==> config.mk <==
export PLATFORM = sky130hd
export DESIGN_NAME = evmon_top
export DESIGN_NICKNAME = d
export VERILOG_FILES = /design/src/rtl/evmon_pkg.sv /design/src/rtl/evmon_evsel.sv /design/src/rtl/evmon_counter.sv /design/src/rtl/evmon_irq.sv /design/src/rtl/evmon_top.sv
export SDC_FILE = /design/constraint.sdc
export NUM_CORES = 1
export LEC_CHECK = 0
export BUFFER_PORTS_ARGS = -buffer_cell sky130_fd_sc_hd__buf_2
export CAP_MARGIN = 20
export CORE_MARGIN = 2
export CORE_UTILIZATION = 45
export CTS_CLUSTER_SIZE = 10
export DETAILED_ROUTE_END_ITERATION = 10
export MAX_ROUTING_LAYER = met4
export PLACE_DENSITY_LB_ADDON = 0.12
export SLEW_MARGIN = 0
export SYNTH_ARGS = -nofsm -noshare
export SYNTH_HDL_FRONTEND = slang
export SYNTH_HIERARCHICAL = 1
export SYNTH_SLANG_ARGS = --single-unit
==> constraint.sdc <==
create_clock -name clk -period 3.25 [get_ports clk]
set_input_delay 0.65 -clock clk [delete_from_list [all_inputs] [get_ports clk]]
set_output_delay 0.65 -clock clk [all_outputs]
set_load 0.02 [all_outputs]
==> src/rtl/evmon_pkg.sv <==
package evmon_pkg;

  localparam int SEL_W   = 5;
  localparam int NUM_SRC = 5;

  // Bit positions inside the control word
  localparam int CTL_EN_BIT  = 0;
  localparam int CTL_POL_BIT = 2;
  localparam int CTL_CLR_LSB = 8;

  // Bit positions inside a per-counter configuration word
  localparam int CFG_IE_BIT  = 0;
  localparam int CFG_SEL_LSB = 2;

  typedef struct packed {
    logic             irq_en;
    logic [SEL_W-1:0] sel;
  } cfg_t;

  typedef struct packed {
    logic       valid;
    logic [2:0] idx;
  } src_map_t;

  // Sparse selector: only five codes reach a real event input
  function automatic src_map_t map_code(input logic [SEL_W-1:0] code);
    src_map_t m;
    m = '{valid: 1'b0, idx: 3'd0};
    case (code)
      5'd3:  m = '{valid: 1'b1, idx: 3'd0};
      5'd4:  m = '{valid: 1'b1, idx: 3'd1};
      5'd6:  m = '{valid: 1'b1, idx: 3'd2};
      5'd8:  m = '{valid: 1'b1, idx: 3'd3};
      5'd15: m = '{valid: 1'b1, idx: 3'd4};
      default: m = '{valid: 1'b0, idx: 3'd0};
    endcase
    return m;
  endfunction

  function automatic cfg_t unpack_cfg(input logic [31:0] w);
    cfg_t c;
    c.irq_en = w[CFG_IE_BIT];
    c.sel    = w[CFG_SEL_LSB +: SEL_W];
    return c;
  endfunction

  function automatic logic [31:0] pack_cfg(input cfg_t c);
    logic [31:0] w;
    w = '0;
    w[CFG_IE_BIT]              = c.irq_en;
    w[CFG_SEL_LSB +: SEL_W]    = c.sel;
    return w;
  endfunction

endpackage

==> src/rtl/evmon_evsel.sv <==
module evmon_evsel
  import evmon_pkg::*;
#(
  parameter int NSRC = NUM_SRC
) (
  input  logic [SEL_W-1:0] code_i,
  input  logic [NSRC-1:0]  ev_i,
  output logic             hit_o
);

  src_map_t m;

  always_comb begin
    m     = map_code(code_i);
    hit_o = 1'b0;
    if (m.valid && (int'(m.idx) < NSRC))
      hit_o = ev_i[m.idx];
  end

endmodule

==> src/rtl/evmon_counter.sv <==
module evmon_counter #(
  parameter int W = 32
) (
  input  logic         clk,
  input  logic         rst_n,
  input  logic         clr_i,
  input  logic         ld_i,
  input  logic [W-1:0] ld_val_i,
  input  logic         inc_i,
  output logic [W-1:0] cnt_o,
  output logic         wrap_o
);

  // Next value with the carry out in the top bit
  function automatic logic [W:0] step(input logic [W-1:0] v);
    return {1'b0, v} + {{W{1'b0}}, 1'b1};
  endfunction

  logic [W-1:0] cnt_q;
  logic [W:0]   sum;

  always_comb begin
    sum    = step(cnt_q);
    wrap_o = inc_i & ~clr_i & ~ld_i & sum[W];
  end

  always_ff @(posedge clk or negedge rst_n) begin
    if (!rst_n)      cnt_q <= '0;
    else if (clr_i)  cnt_q <= '0;
    else if (ld_i)   cnt_q <= ld_val_i;
    else if (inc_i)  cnt_q <= sum[W-1:0];
  end

  assign cnt_o = cnt_q;

endmodule

==> src/rtl/evmon_irq.sv <==
module evmon_irq #(
  parameter int N = 4
) (
  input  logic [N-1:0] flag_i,
  input  logic [N-1:0] ie_i,
  input  logic         pol_i,
  output logic         act_o,
  output logic         irq_o
);

  function automatic logic drive_level(input logic active, input logic high);
    return high ? active : ~active;
  endfunction

  assign act_o = |(flag_i & ie_i);
  assign irq_o = drive_level(act_o, pol_i);

endmodule

==> src/rtl/evmon_top.sv <==
module evmon_top
  import evmon_pkg::*;
#(
  parameter int NUM_CNT  = 4,
  parameter int CNT_W    = 32,
  parameter int ADDR_W   = 8,
  parameter int DATA_W   = 32,
  parameter int CTRL_OFS = 'h00,
  parameter int STAT_OFS = 'h04,
  parameter int CNT_BASE = 'h40,
  parameter int CFG_BASE = 'h80
) (
  input  logic              clk,
  input  logic              rst_n,
  input  logic [ADDR_W-1:0] bus_addr,
  input  logic              bus_we,
  input  logic [DATA_W-1:0] bus_wdata,
  output logic [DATA_W-1:0] bus_rdata,
  input  logic [NUM_SRC-1:0] ev_pulse,
  output logic              irq_o
);

  localparam int STRIDE = 4;

  // Control state
  logic cnt_en;
  logic irq_pol;

  // Per-counter events brought out as named vectors
  logic [NUM_CNT-1:0] hit_v;
  logic [NUM_CNT-1:0] inc_v;
  logic [NUM_CNT-1:0] ld_v;
  logic [NUM_CNT-1:0] clr_v;
  logic [NUM_CNT-1:0] wrap_v;
  logic [NUM_CNT-1:0] cfg_we_v;
  logic [NUM_CNT-1:0] w1c_v;
  logic [NUM_CNT-1:0] flag_q;
  logic [NUM_CNT-1:0] ie_v;
  logic               irq_act;

  logic [CNT_W-1:0]         cnt_q  [NUM_CNT];
  cfg_t                     cfg_q  [NUM_CNT];
  logic [NUM_CNT*CNT_W-1:0] cnt_flat;

  logic ctrl_we, stat_we;

  assign ctrl_we = bus_we && (bus_addr == ADDR_W'(CTRL_OFS));
  assign stat_we = bus_we && (bus_addr == ADDR_W'(STAT_OFS));
  assign w1c_v   = stat_we ? bus_wdata[NUM_CNT-1:0] : '0;

  // Control register: only enable and polarity are stored
  always_ff @(posedge clk or negedge rst_n) begin
    if (!rst_n) begin
      cnt_en  <= 1'b0;
      irq_pol <= 1'b0;
    end else if (ctrl_we) begin
      cnt_en  <= bus_wdata[CTL_EN_BIT];
      irq_pol <= bus_wdata[CTL_POL_BIT];
    end
  end

  generate
    for (genvar g = 0; g < NUM_CNT; g++) begin : g_cnt
      localparam logic [ADDR_W-1:0] CNT_ADDR = ADDR_W'(CNT_BASE + STRIDE*g);
      localparam logic [ADDR_W-1:0] CFG_ADDR = ADDR_W'(CFG_BASE + STRIDE*g);

      assign ld_v[g]     = bus_we && (bus_addr == CNT_ADDR);
      assign cfg_we_v[g] = bus_we && (bus_addr == CFG_ADDR);
      assign clr_v[g]    = ctrl_we && bus_wdata[CTL_CLR_LSB + g];
      assign inc_v[g]    = cnt_en && hit_v[g];
      assign ie_v[g]     = cfg_q[g].irq_en;

      always_ff @(posedge clk or negedge rst_n) begin
        if (!rst_n)           cfg_q[g] <= '0;
        else if (cfg_we_v[g]) cfg_q[g] <= unpack_cfg(32'(bus_wdata));
      end

      evmon_evsel #(.NSRC(NUM_SRC)) u_sel (
        .code_i (cfg_q[g].sel),
        .ev_i   (ev_pulse),
        .hit_o  (hit_v[g])
      );

      evmon_counter #(.W(CNT_W)) u_cnt (
        .clk      (clk),
        .rst_n    (rst_n),
        .clr_i    (clr_v[g]),
        .ld_i     (ld_v[g]),
        .ld_val_i (CNT_W'(bus_wdata)),
        .inc_i    (inc_v[g]),
        .cnt_o    (cnt_q[g]),
        .wrap_o   (wrap_v[g])
      );

      assign cnt_flat[g*CNT_W +: CNT_W] = cnt_q[g];
    end
  endgenerate

  // Sticky overflow flags: a new wrap beats a same-cycle clear
  always_ff @(posedge clk or negedge rst_n) begin
    if (!rst_n) flag_q <= '0;
    else        flag_q <= (flag_q & ~w1c_v) | wrap_v;
  end

  evmon_irq #(.N(NUM_CNT)) u_irq (
    .flag_i (flag_q),
    .ie_i   (ie_v),
    .pol_i  (irq_pol),
    .act_o  (irq_act),
    .irq_o  (irq_o)
  );

  // Read mux
  always_comb begin
    bus_rdata = '0;
    if (bus_addr == ADDR_W'(CTRL_OFS)) begin
      bus_rdata[CTL_EN_BIT]  = cnt_en;
      bus_rdata[CTL_POL_BIT] = irq_pol;
    end
    if (bus_addr == ADDR_W'(STAT_OFS))
      bus_rdata[NUM_CNT-1:0] = flag_q;
    for (int i = 0; i < NUM_CNT; i++) begin
      if (bus_addr == ADDR_W'(CNT_BASE + STRIDE*i))
        bus_rdata = DATA_W'(cnt_q[i]);
      if (bus_addr == ADDR_W'(CFG_BASE + STRIDE*i))
        bus_rdata = DATA_W'(pack_cfg(cfg_q[i]));
    end
  end

endmodule

==> results of run 1 <==
cell type report:
class,count,area (um2)
Multi-Input combinational cell,1019,6648
Antenna cell,4,10.01
Timing Repair Buffer,185,1297
Sequential cell,158,3955
Tap cell,324,405.4
Inverter,56,210.2
Fill cell,2333,11270
Clock buffer,17,425.4
Clock inverter,15,170.2
what timing repair did:
item	4_1_cts	5_1_grt
hold buffers	0	0
resized for setup	2	8
endpoints found under the setup margin	1	3
pin swaps	0	1
metrics by stage:
step                TNS [ns]  area (um2)  total power (W)  instances  util (%)
global placement    -0.03428       12480         0.002901       1742     51.16
floorplan                  0       11190         0.002582       1333         -
global route        -0.03690       13120         0.005126       1778     53.80
CTS                        0       13080         0.004957       1774     53.63
finish                     0       13120         0.004953       1778     53.80
detailed placement  -0.07687       12480         0.002904       1742     51.16
state kept, by name, indices dropped and copies added (netlist names):
name	count
cnt_en	1
irq_pol	1
cfg_q	24
g_cnt.u_cnt/cnt_o	128
flag_q	4
kinds of logic after synthesis:
logic type                 count (synthesis)  synth area share, %
buffers and inverters                    156                5.636
muxes                                     34                3.321
adders and majority gates                  4               0.4473
xor gates and xnor gates                  49                3.903
AOI/OAI and AO/OA                        326                22.40
DFF                                      158                35.33
and+or+nand+nor                          606                28.96
synth_stat cells (all sizes together) (27+ instances only):
cell type  instances  share of area (%)
o21ai             31                1.4
inv               56                1.9
xnor2             29                2.3
or4               49                3.3
clkbuf            81                2.7
nor4              46                2.6
nand3             56                2.5
a222oi            27                2.4
nand2            133                4.5
nor2             129                4.3
a311oi            45                3.5
a211oi            48                3.4
a21oi             42                1.9
dfrtp            158                 35
nand4             56                3.1
where the power goes:
group	internal [W]	switching, W
Sequential	0.00210	0.000280
Combinational	0.000226	0.000287
Clock	0.00104	0.00102
Total	0.00337	0.00159
cell usage in the layout, fill, tap and decap left out, types with 17 or more instances in the layout:
cell	n
a311oi_1	45
inv_1	52
buf_2	78
buf_4	98
nand3_1	56
nand4_1	56
o21ai_0	31
nand2_1	132
and3_1	17
or3_1	25
or4_1	48
mux2_2	25
clkbuf_16	17
a211oi_1	43
a222oi_1	27
dfrtp_1	157
nor2_1	126
nor3b_1	25
o31ai_1	24
xor2_1	20
xnor2_1	28
a21oi_1	42
nor4_1	46
critical path: cells and delay by family:
kind / cells / cell delay [ns]
buffers and inverters: 2 / 0.33
AO/OA/AOI/OAI: 2 / 0.59
AND/OR/NAND/NOR: 2 / 1.01
layer usage:
metal / up-vias / routed length (um)
met5: - / 0
met1: 5782 / 19080
met3: 54 / 4691
li1: 5397 / -
met4: 0 / 742
met2: 575 / 18250
worst max-delay path by stage:
stage	from	to	slack, ns	cells past startpoint
6_report	bus_addr[0]	bus_rdata[3]	0.008	6
3_3_place_gp	bus_addr[7]	bus_rdata[3]	-0.03	8
2_1_floorplan	bus_addr[5]	g_cnt[3].u_cnt/cnt_o[1]	0.02	11
4_1_cts	bus_addr[1]	bus_rdata[3]	0.006	6
5_1_grt	bus_addr[0]	bus_rdata[3]	-0.04	6
3_5_place_dp	bus_addr[5]	g_cnt[3].u_cnt/cnt_o[21]	-0.03	11
==> impl_metrics.env, run 1 <==
export IMPL_status="finished clean"
export IMPL_die_area_um2=26140
export IMPL_cp_max_fo=6
export IMPL_crit_chain="buf_2 > or4b_4 > or4_4 > a221o_1 > a221oi_2 > buf_4"
export IMPL_r2r_end="g_cnt[0].u_cnt/cnt_o[13]"
export IMPL_die_h_um=161.7
export IMPL_grt_max_degree=48
export IMPL_row_count=57
export IMPL_ios=81
export IMPL_slowest_delay_ns=0.53
export IMPL_slew_violations=0
export IMPL_drcViolationCount=0
export IMPL_cp_start_kind="input pin"
export IMPL_hold_class="input pin to asynchronous set/reset pin"
export IMPL_setup_viol=0
export IMPL_wirelength_mm=42.76
export IMPL_crit_path_end_kind="primary output"
export IMPL_worst_slew_pin_slew_ns=0.8399
export IMPL_firstDrtPassIters=9
export IMPL_nNetsFinal=1489
export IMPL_grt_pass1_vias=10660
export IMPL_synthArstFlopShare_pct=100.0
export IMPL_cts_clk_slew_worst_paths_ns=0.08
export IMPL_worst_slack_ns=0.007688
export IMPL_grt_overflow_total=0
export IMPL_worst_slew_margin_rel_pct=43.49
export IMPL_initial_utilization_pct=45.88
export IMPL_drt_vias_per_instance=6.641
export IMPL_grt_use_met1_pct=47.96
export IMPL_crit_type="input pin to primary output"
export IMPL_yosysSeqAreaShare_pct=35.33
export IMPL_gp_congestion=1.022
export IMPL_grt_busiest_layer="met1"
export IMPL_vias=11810
export IMPL_synthDistinctLibCells=68
export IMPL_slowest_stage="or4b_4"
export IMPL_cp_arrival_ns=2.59
export IMPL_numCtsBuffers=17
export IMPL_cts_max_path_buffers=2
export IMPL_io_buffers=80
export IMPL_grtUsageTotal_pct=33.55
export IMPL_synth_ff_type="dfrtp_1"
export IMPL_fp_dieW_um=161.7
export IMPL_dp_slack_ns=-0.02904
export IMPL_rr_worst_depth=10
export IMPL_met3_usage_pct=9.525
export IMPL_area_growth_pct=17.26
export IMPL_ir_drop_v=0.0002678
export IMPL_fmaxAchievable_mhz=308.4
export IMPL_cp_required_ns=2.60
export IMPL_fin_crit_sh_pct=99.76
export IMPL_hold_slack_ns=0.1112
export IMPL_wire_per_inst_um=24.05
export IMPL_synth_cells=1333
export IMPL_postRouteAntennaNets=0
export IMPL_htree_levels=4
export IMPL_use_met2_pct=47.05
export IMPL_ys_seq_elements=158
export IMPL_cts_setup_buffers=0
export IMPL_leakage_nw=5.284
export IMPL_power_density_nw_per_um2=377.5
export IMPL_syn_avg_cell_area_um2=8.394
export IMPL_rsz0062_at_grt="yes"
export IMPL_drv_cap=0
export IMPL_drive_gt1_share_pct=18.83
export IMPL_cts_tree="built"
export IMPL_rrSetupSlack_ns=0.32
export IMPL_clock_sinks=158
export IMPL_synth_nets=1385
export IMPL_root_buffer="clkbuf_16"
export IMPL_hold_viol=0
export IMPL_grt_first_pass_wirelength_mm=64.94
export IMPL_netlist_area_um2=11190
export IMPL_hpwl_mm=32.54
export IMPL_synth_edff_count=0
export IMPL_antenna_found_initial=4
export IMPL_drt_iter0_drc=1586
export IMPL_period_minus_slack_ns=3.242
export IMPL_skew_ns=0.01350
export IMPL_clk_latency_ns=0.44
export IMPL_ys_warnings_count=6
export IMPL_r2r_start="cfg_q[19]"
export IMPL_core_um2=24390
Note: power is estimated with default switching activity, not from simulation.
==> inputs of run 2 (changes only) <==
--- a/config.mk
+++ b/config.mk
@@ -5,6 +5,7 @@
 export SDC_FILE = /design/constraint.sdc
 export NUM_CORES = 1
 export LEC_CHECK = 0
+export ABC_AREA = 1
 export BUFFER_PORTS_ARGS = -buffer_cell sky130_fd_sc_hd__buf_2
 export CAP_MARGIN = 20
 export CORE_MARGIN = 2
==> impl_metrics.env, run 2 <==
export IMPL_diodes=0
export IMPL_hold_viol=0
export IMPL_leakage_nw=7.313
export IMPL_hpwl_mm=36.57
export IMPL_gp_congestion=0.9527
export IMPL_worst_slew_margin_rel_pct=48.14
export IMPL_ir_drop_v=0.0003622
export IMPL_clock_sinks=158
export IMPL_grt_max_degree=73
export IMPL_die_h_um=174.2
export IMPL_ctsHoldBuffers=0
export IMPL_drv_cap=0
export IMPL_synth_cells=2178
export IMPL_r2r_start="cfg_q[12]"
export IMPL_drive_gt1_share_pct=11.83
export IMPL_fin_area_um2=14260
export IMPL_cp_required_ns=2.60
export IMPL_startpoint="bus_addr[0]"
export IMPL_fill_cells=3042
export IMPL_syn_avg_cell_area_um2=5.988
export IMPL_cts_max_path_buffers=2
export IMPL_fin_util_pct=49.83
export IMPL_cts_repair_resize_count=0
export IMPL_cp_max_fo=26
export IMPL_setup_viol=0
export IMPL_cts_tree="built"
export IMPL_fin_tns_setup_ns=0
export IMPL_cts_setup_buffers=0
export IMPL_dp_slack_ns=0.3548
export IMPL_power_density_nw_per_um2=358.3
export IMPL_grt_overflow_total=0
export IMPL_wirelength_mm=48.46
export IMPL_fin_crit_sh_pct=89.03
export IMPL_numCtsBuffers=17
export IMPL_hold_class="input pin to asynchronous set/reset pin"
export IMPL_nNetsFinal=2281
export IMPL_fmaxAchievable_mhz=345.6
export IMPL_ys_warnings_count=6
export IMPL_crit_path_end_kind="primary output"
export IMPL_ios=81
export IMPL_worst_slack_ns=0.3567
export IMPL_die_area_um2=30360
export IMPL_io_buffers=80
export IMPL_worst_slew_pin_slew_ns=0.7778
export IMPL_postRouteAntennaNets=0
export IMPL_drt_vias_per_instance=5.291
export IMPL_cp_arrival_ns=2.24
export IMPL_hold_slack_ns=0.2265
export IMPL_period_minus_slack_ns=2.893
export IMPL_vias=13890
export IMPL_area_growth_pct=9.364
export IMPL_htree_levels=4
export IMPL_grt_pass1_vias=13000
export IMPL_row_count=62
export IMPL_crit_type="input pin to primary output"
export IMPL_root_buffer="clkbuf_16"
export IMPL_rsz0062_at_grt="no"
export IMPL_initial_utilization_pct=45.56
export IMPL_drcViolationCount=0
export IMPL_slew_violations=0
export IMPL_cts_clk_slew_worst_paths_ns=0.07
export IMPL_grtUsageTotal_pct=33.42
export IMPL_firstDrtPassIters=5
export IMPL_status="finished clean"
export IMPL_post_dp_cell_area_um2=13670
export IMPL_grt_first_pass_wirelength_mm=75.51
export IMPL_final_cell_mix="nand2_1, nor2_1, inv_1"
export IMPL_fp_dieW_um=174.2
export IMPL_antenna_found_initial=0
export IMPL_layout_commonest_cell="nand2_1"
export IMPL_core_um2=28630
export IMPL_drt_iter0_drc=1630
export IMPL_largest_reg_flops=128
export IMPL_wire_per_inst_um=18.46
export IMPL_clk_latency_ns=0.46
export IMPL_skew_ns=0.01061
export IMPL_synth_nets=2230
export IMPL_netlist_area_um2=13040
export IMPL_cp_start_kind="input pin"
-- run 2: cell count changes in the layout (fill, tap and decap cells not counted), sizes merged, moves of 27 or more --
cell	previous run	this run
a211oi	48	0
buf	185	97
inv	64	225
a311oi	45	0
nand2	133	834
nor2	129	483
a21oi	42	8
nor4	46	0
a222oi	27	0
or4	49	0
nand3	56	153
o21ai	31	131
-- run 2: area by class of cell --
class	count	area (um2)	share of cell area, %
multi-input cells	1728	7815	54.79
flip-flops and latches	158	3954	27.72
inverters	227	852.1	5.974
repair buffers	97	571.8	4.009
well taps	384	480.5	3.369
clock buffers	19	452.9	3.176
clock inverters	12	136.4	0.9562
-- run 2: final timing paths --
kind	to	slack (ns)	cells past startpoint
worst min register to register	cfg_q[4]	0.52	2
min in group clk	cfg_q[4]	0.52	2
worst max register to register	g_cnt[1].u_cnt/cnt_o[3]	1.12	12
max in group asynchronous	g_cnt[0].u_cnt/cnt_o[28]	2.13	2
worst min-delay path	cfg_q[16]	0.23	1
worst max-delay path	bus_rdata[8]	0.36	10
-- run 2: metal layers --
layer	vias to the layer above	track usage (%)	wire length, um
met2	497	51.42	22340
li1	6818	-	-
met5	-	-	0
met4	0	9.454	988
met1	6519	46.12	21800
met3	55	4.418	3338
-- run 2: worst max-delay path: stages --
cell	delay, ns
buf_2	0.11
inv_2	0.06
nand2_4	0.06
nor3_2	0.21
nand2_2	0.16
inv_2	0.14
buf_4	0.33
nand2_1	0.13
nand4_1	0.18
buf_2	0.19
-- run 2: report_power, final --
part / total [W] / switching, W / internal [W]
clock network: 0.00210 / 0.000923 / 0.00117
registers: 0.00232 / 0.000217 / 0.00210
logic: 0.000697 / 0.000475 / 0.000223
-- run 2: metrics by stage --
| step | instances | total power [W] |
|---|---|---|
| 4_1_cts | 2625 | 0.005124 |
| 6_report | 2625 | 0.005110 |
| 3_5_place_dp | 2594 | 0.003032 |
| 5_1_grt | 2625 | 0.005324 |
| 2_1_floorplan | 2178 | 0.002702 |
| 3_3_place_gp | 2594 | 0.003012 |
